$ cat src/rtl/txgap_pkg.sv
package txgap_pkg;
    // Which event the currently running gap follows
    typedef enum logic {
        GAP_AFTER_TX = 1'b0,
        GAP_AFTER_RX = 1'b1
    } gap_kind_e;
endpackage

$ cat src/rtl/txgap_timer.sv
// Gap timer: reloads while the medium is busy, counts down in clock cycles
// once it is idle, and remembers whether the gap follows a reception.
// Assumes the programmed lengths are stable while a gap is running.
module txgap_timer #(
    parameter int GAP_W = 8
) (
    input  logic             clk,
    input  logic             rst_n,
    input  logic             rx_active,
    input  logic             tx_active,
    input  logic [GAP_W-1:0] gap_rx2tx,
    input  logic [GAP_W-1:0] gap_tx2tx,
    output logic             expired,
    output logic             after_rx
);
    import txgap_pkg::*;

    localparam logic [GAP_W-1:0] ONE = GAP_W'(1);

    logic [GAP_W-1:0] remain;
    logic [GAP_W-1:0] sel_len;
    logic [GAP_W-1:0] load_len;
    gap_kind_e        kind;

    // Pick the length for the case in progress; zero is raised to one
    always_comb begin
        sel_len  = tx_active ? gap_tx2tx : gap_rx2tx;
        load_len = (sel_len == '0) ? ONE : sel_len;
    end

    // Reload while busy, otherwise count toward zero
    always_ff @(posedge clk) begin
        if (!rst_n) begin
            remain <= '0;
            kind   <= GAP_AFTER_TX;
        end else if (rx_active || tx_active) begin
            remain <= load_len;
            kind   <= tx_active ? GAP_AFTER_TX : GAP_AFTER_RX;
        end else if (remain != '0) begin
            remain <= remain - ONE;
        end
    end

    assign expired  = (remain == '0);
    assign after_rx = (kind == GAP_AFTER_RX);
endmodule

$ cat src/rtl/txgap_start_gate.sv
// Start gate: grants a registered one-cycle start once a ready frame sees
// an expired gap. Assumes the sequencer raises tx_active after the strobe.
module txgap_start_gate (
    input  logic clk,
    input  logic rst_n,
    input  logic fifo_nonempty,
    input  logic backoff_zero,
    input  logic tx_active,
    input  logic expired,
    output logic ready,
    output logic tx_start
);
    // A frame is waiting and no start is already in flight
    always_comb begin
        ready = fifo_nonempty && backoff_zero && !tx_active && !tx_start;
    end

    // Register the decision so late carrier cannot withdraw it
    always_ff @(posedge clk) begin
        if (!rst_n) tx_start <= 1'b0;
        else        tx_start <= ready && expired;
    end
endmodule

$ cat src/rtl/txgap_defer_track.sv
// Defer tracker: records that a first attempt waited on foreign traffic
// or on the gap after a reception; held until acknowledged.
module txgap_defer_track (
    input  logic clk,
    input  logic rst_n,
    input  logic ready,
    input  logic expired,
    input  logic rx_active,
    input  logic after_rx,
    input  logic first_try,
    input  logic defer_ack,
    output logic defer
);
    logic cause;

    // Waiting on the first attempt for carrier or a post-reception gap
    always_comb begin
        cause = ready && first_try && !expired && (rx_active || after_rx);
    end

    // Set has priority over the acknowledge
    always_ff @(posedge clk) begin
        if (!rst_n)         defer <= 1'b0;
        else if (cause)     defer <= 1'b1;
        else if (defer_ack) defer <= 1'b0;
    end
endmodule

$ cat src/rtl/txgap_defer_gate.sv
// Top: transmit interframe gap and defer gate. Joins the gap timer, the
// start gate and the defer tracker. All inputs are synchronous to clk.
module txgap_defer_gate #(
    parameter int GAP_W = 8
) (
    input  logic             clk,
    input  logic             rst_n,
    input  logic             rx_active,
    input  logic             tx_active,
    input  logic             fifo_nonempty,
    input  logic             backoff_zero,
    input  logic             first_try,
    input  logic             defer_ack,
    input  logic [GAP_W-1:0] gap_rx2tx,
    input  logic [GAP_W-1:0] gap_tx2tx,
    output logic             tx_start,
    output logic             defer,
    output logic             gap_done
);
    logic expired;
    logic after_rx;
    logic ready;

    txgap_timer #(.GAP_W(GAP_W)) timer_i (
        .clk       (clk),
        .rst_n     (rst_n),
        .rx_active (rx_active),
        .tx_active (tx_active),
        .gap_rx2tx (gap_rx2tx),
        .gap_tx2tx (gap_tx2tx),
        .expired   (expired),
        .after_rx  (after_rx)
    );

    txgap_start_gate gate_i (
        .clk           (clk),
        .rst_n         (rst_n),
        .fifo_nonempty (fifo_nonempty),
        .backoff_zero  (backoff_zero),
        .tx_active     (tx_active),
        .expired       (expired),
        .ready         (ready),
        .tx_start      (tx_start)
    );

    txgap_defer_track defer_i (
        .clk       (clk),
        .rst_n     (rst_n),
        .ready     (ready),
        .expired   (expired),
        .rx_active (rx_active),
        .after_rx  (after_rx),
        .first_try (first_try),
        .defer_ack (defer_ack),
        .defer     (defer)
    );

    assign gap_done = expired;
endmodule

$ cat config.mk
export PLATFORM = sky130hd
export DESIGN_NAME = txgap_defer_gate
export DESIGN_NICKNAME = d
export VERILOG_FILES = /design/src/rtl/txgap_pkg.sv /design/src/rtl/txgap_timer.sv /design/src/rtl/txgap_start_gate.sv /design/src/rtl/txgap_defer_track.sv /design/src/rtl/txgap_defer_gate.sv
export SDC_FILE = /design/constraint.sdc
export NUM_CORES = 1
export LEC_CHECK = 0
export BUFFER_PORTS_ARGS = -buffer_cell sky130_fd_sc_hd__buf_2
export CORE_MARGIN = 5
export CORE_UTILIZATION = 47
export DETAILED_ROUTE_END_ITERATION = 7
export PLACE_DENSITY_LB_ADDON = 0.25
export REMOVE_ABC_BUFFERS = 1
export SYNTH_ARGS = -nofsm -noshare
export SYNTH_HDL_FRONTEND = slang
export SYNTH_SLANG_ARGS = --single-unit
$ cat constraint.sdc
create_clock -name clk -period 2.18 [get_ports clk]
set_input_delay 0.436 -clock clk [delete_from_list [all_inputs] [get_ports clk]]
set_output_delay 0.436 -clock clk [all_outputs]
set_load 0.005 [all_outputs]
## Word-level counts from Yosys, hierarchy flattened

Cells that the tools add are included.

| operators by class | value |
|---|---|
| reductions and logical operators | 17 |
| multiplexer cells | 7 |
| add/subtract/negate cells | 1 |

Operators by type and width:

| operator | number |
|---|---|
| two-way mux 8 bit | 4 |
| logical NOT 8 bit | 2 |
| nonzero test 8 bit | 1 |
| subtractor 8 x 1 -> 8 bit, second input constant | 1 |
| logical AND 1 bit | 7 |
| nonzero test 2 bit | 2 |
| logical NOT 1 bit | 3 |
| two-way mux 1 bit | 3 |
| logical OR 1 bit | 2 |

| word-level totals | value |
|---|---|
| flip-flop bits (word level) | 11 |
| input port bits | 24 |
| logic and storage cells | 29 |

## Depth between registers and ports, before layout

| logic depth | value |
|---|---|
| depth after elaboration | 7 |
| gate-level depth with buffers | 7 |
| depth with buffers taken out | 7 |

## By module

From an unflattened synthesis, not the netlist that was laid out.

| unflattened totals | value |
|---|---|
| cells, all modules | 91 |
| area total of the unflattened synthesis | 735.7 um2 |

Modules (own cells, without submodules):

| module | area an instance (um2) | cells an instance | instances |
|---|---|---|---|
| txgap_timer | 651.9 | 83 | 1 |
| txgap_defer_track | 45.0 | 5 | 1 |
| txgap_start_gate | 38.8 | 3 | 1 |

## Worst setup path after synthesis

No wires, ideal clock.

| path | value |
|---|---|
| kind | register to output |
| start | reg timer_i.remain[3] |
| end | out gap_done |
| required time | 1.744 ns |
| path buffers | 0 |
| setup slack | 0.482 ns |
| cell stages (with the launch flop) | 4 |
| arrival time | 1.262 ns |
| cell sequence | dfxtp_1 -> nor4_1 -> nand2_1 -> inv_1 |

| between the ends | value |
|---|---|
| longest elaborated chain between the ends | 1 |

Ends and longest elaborated chain:

| item | line | text |
|---|---|---|
| from (decl) | txgap_timer.sv:20 | `logic [GAP_W-1:0] remain;` |
| from (signal assigned) | txgap_timer.sv:37 | `remain <= load_len;` |
| from (signal assigned) | txgap_timer.sv:40 | `remain <= remain - ONE;` |
| logical NOT 8 bit | txgap_timer.sv:44 | `assign expired = (remain == '0);` |
| to (decl) | txgap_defer_gate.sv:18 | `output logic gap_done` |

Every way passes these cells.

## Final worst setup path

| path | value |
|---|---|
| start | reg timer_i.remain[0] |
| end | out gap_done |

The elaborated chain is that of the path after synthesis.

==> out/qor_table.md <==
| Stage | Parameter | Reported |
|---|---|---|
| worst setup path | CP Class | reg2out |
| routing | Number of remaining DRC errors | 0 |
| place | Final weighted congestion in routability-driven placement | 0.840 |
| yosys | Simple-gate area share of the yosys netlist | 23.3% |
| worst setup path | Critical path capture point type | output pin |
| routing | Final routed wire length divided by cell count | 14.5 um |
| floorplan | Core outline area | 1470 um2 |
| routing | Via density per instance | 6.03 |
| floorplan | Floorplan die area | 2400 um2 |
| worst setup path | Critical path required time | 1740 ps |
| floorplan | Std-Cell Rows | 14 |
| clock tree | # clock sinks | 11 |
| grt | Antenna violations before repair | 0 |
| yosys | Gate count of the mapped netlist | 91 |
| clock tree | Maximum level of the CTS H-tree | 1 |
| clock tree | Source-to-sink clock delay at the later pin of the worst-skew pair | 270 ps |
| sta | RSZ-0062 raised after global routing | false |
| worst setup path | Type of element launching the critical path | flip-flop |
| yosys | Fraction of the mapped netlist area in adder cells | 3.50% |
| floorplan | Die span in x | 49.0 um |
| routing | Routed wire length | 2000 um |
| place | Sum of net half-perimeters after detailed placement | 1590 um |
| worst setup path | Maximum fanout count along the critical path | 4 |
| worst setup path | Worst path arrival time | 1520 ps |
| grt | Maximum number of pins on one net before global-route repair | 14 |
| grt | Vias in the first global route | 820 |
| sta | Final critical delay including setup and external delays | 1960 ps |
| yosys | Predominant post-synthesis flop cell | sky130_fd_sc_hd__dfxtp_1 |
| clock tree | Number of buffers inserted by hold repair at cts | 0 |
| hold path | Min-Delay Path Class | in2reg |
| yosys | Synthesis-stage register bit count | 11 |
| cells and area | Share of final-layout standard cells stronger than drive strength 1 | 30.3% |
| yosys | Cell type contributing the most total cell area after synthesis | sky130_fd_sc_hd__dfxtp_1 |
| yosys | Warnings, synthesis | 0 |
| cells and area | Area growth from synthesis to layout | 28.1% |
| sta | Portion of the clock cycle consumed by the worst path in the final layout | 89.7% |
| clock tree | Count of instances resized after the clock tree is built | 0 |
| routing | Number of antenna-violating nets in the routed design | 0 |
| sta | Setup TNS Final | 0 ps |
| pwr | Peak ir drop on the vdd network | 388 uV |
| clock tree | Clock root buffer master | sky130_fd_sc_hd__clkbuf_4 |
| routing | Number of DRC violations after detailed-routing iteration 0 | 18 |
| job | Number of max-capacitance violations reported | 0 |
| yosys | Largest family of logic cells by synthesized area | compound AO/OA/AOI/OAI gates |
| yosys | Synthesized area | 716 um2 |
| yosys | Most instantiated cells after synthesis | 11 x sky130_fd_sc_hd__dfxtp_1, 9 x sky130_fd_sc_hd__a21oi_1, 8 x sky130_fd_sc_hd__inv_1, 8 x sky130_fd_sc_hd__nor2_1, 5 x sky130_fd_sc_hd__nand2_1 |
| clock tree | Maximum clock path buffer count | 2 |
| yosys | Synth top area cells | sky130_fd_sc_hd__dfxtp_1 31%, sky130_fd_sc_hd__a21oi_1 6.3%, sky130_fd_sc_hd__mux2i_1 4.2% |
| yosys | Sequential element share of the synthesized area | 30.8% |
| clock tree | Clock tree from TritonCTS | yes |
| yosys | Synth cell types | 34 |
| sta | Setup Viol. Count Final | 0 |
| floorplan | Height of the die | 49.0 um |
| yosys | Mux cell area share after synthesis | 4.20% |
| yosys | Share of the synthesized area in the top cell type | 30.8% |
| yosys | Post-synthesis xor/xnor area fraction | 3.67% |
| cells and area | Number of antenna cells inserted | 0 |
| routing | Via count of the routed design | 832 |
| grt | Global-route wire length before repair | 3430 um |
| cells and area | Final standard cell utilization of the core | 62.3% |
| sta | Hold violation total from the final report | 0 |
| yosys | Fraction of the mapped netlist area in compound gates | 28.8% |
| clock tree | Number of clock buffers inserted by TritonCTS | 3 |
| yosys | Fraction of registers with async set or reset after synthesis | 0% |
| yosys | Cell with the most instances after synthesis | sky130_fd_sc_hd__dfxtp_1 |
| sta | Fin Clk Skew | 6.12 ps |
| clock tree | Post-CTS Setup Inserts | 0 |
| outcome | Result of the run | completed |
| clock tree | Clk slew on worst S/H paths | 80 ps |
| sta | Max-Slew Margin vs Limit | 74.2% |
| floorplan | Top-Level Pins | 27 |
| sta | Worst Max-Slew Pin Slew | 386 ps |
| grt | All-layer global routing usage | 17.7% |
| yosys | Synthesized area per cell | 7.86 um2 |
| cells and area | Net count, final | 149 |
| sta | Fmax achieved | 511 MHz |
| floorplan | Initial Utilization | 48.6% |
| grt | Aggregate global routing overflow | 0 |
| sta | Final count of pins violating max slew | 0 |
| place | Number of buffers inserted by port buffering | 26 |
| yosys | Number of synthesized flops with an enable pin | 0 |
| pwr | Static leakage | 0.000428 uW |
| routing | First-pass DRT Iterations | 4 |
| pwr | Power per cell area | 578 nW/um2 |
-- flip-flops by register name, indices dropped and copies added, names as in the netlist --
register,cells
defer_i.defer,1
timer_i.after_rx,1
gate_i.tx_start,1
timer_i.remain,8
-- layout make-up --
cell class	instances	area, um2
Sequential cell	11	220
Clock inverter	1	5.00
Clock buffer	3	22.5
Timing Repair Buffer	30	160
Inverter	8	30.0
Multi-Input combinational cell	69	459
Fill cell	136	554
Tap cell	16	20.0
-- worst paths after layout --
| path | depth (start not counted) | end | from | slack, ps |
|---|---|---|---|---|
| hold / removal | 3 | gate_i.tx_start | backoff_zero | 420 |
| hold reg to reg | 1 | gate_i.tx_start | gate_i.tx_start | 460 |
| setup reg to reg | 6 | timer_i.remain[6] | timer_i.remain[0] | 390 |
| setup / recovery | 6 | gap_done | timer_i.remain[0] | 220 |
-- cell families (layout without fill, tap and decap cells) --
kind of cell,after synthesis,after routing
AND/OR/NAND/NOR,31,31
AO/OA/AOI/OAI,30,30
flip-flops,11,11
buffers and inverters,11,42
XOR/XNOR,3,3
multiplexers,3,3
adder cells (fa/ha/maj),2,2
-- metrics by stage --
stage          setup slack, ps  hold slack (ps)  instance area (um2)  total power (uW)  instances
2_1_floorplan              482              445                  704               319         88
3_3_place_gp               433              428                  885               383        134
3_5_place_dp               355              456                  885               386        134
4_1_cts                    116              417                  912               527        138
5_1_grt                    103              413                  917               568        138
6_report                   224              419                  917               530        138
-- metal layers --
metal  vias up  routed length, um  GRT usage [%]
li1        398                  -              -
met1       377                870           22.2
met4         0                 34           8.97
met3         6                238           6.42
met2        51                858           26.1
met5         -                  0              0
-- cell usage in the layout, fill, tap and decap left out, types with 3 or more instances in the layout --
cell                        n
sky130_fd_sc_hd__a211oi_1   3
sky130_fd_sc_hd__dfxtp_1   11
sky130_fd_sc_hd__nand2_1    5
sky130_fd_sc_hd__clkbuf_4   3
sky130_fd_sc_hd__inv_1      8
sky130_fd_sc_hd__a21oi_1    9
sky130_fd_sc_hd__nor2_1     8
sky130_fd_sc_hd__buf_4      4
sky130_fd_sc_hd__nand2b_1   3
sky130_fd_sc_hd__buf_2     26
sky130_fd_sc_hd__o31ai_1    4
sky130_fd_sc_hd__mux2i_1    3
-- critical path, stage by stage (launching register included) --
cell	delay, ps
sky130_fd_sc_hd__dfxtp_1	340
sky130_fd_sc_hd__inv_1	100
sky130_fd_sc_hd__ha_1	170
sky130_fd_sc_hd__nor3b_2	220
sky130_fd_sc_hd__nand2_1	110
sky130_fd_sc_hd__inv_1	160
sky130_fd_sc_hd__buf_2	140
-- report_power, final --
group / leakage, uW / switching, uW / total (uW) / internal [uW]
Combinational: 0.000319 / 83.1 / 159 / 75.7
Sequential: 0.0000910 / 13.5 / 229 / 215
Clock: 0.0000177 / 74.2 / 142 / 68.0
Total: 0.000428 / 171 / 530 / 359
Power figures use the tool's default switching activity.
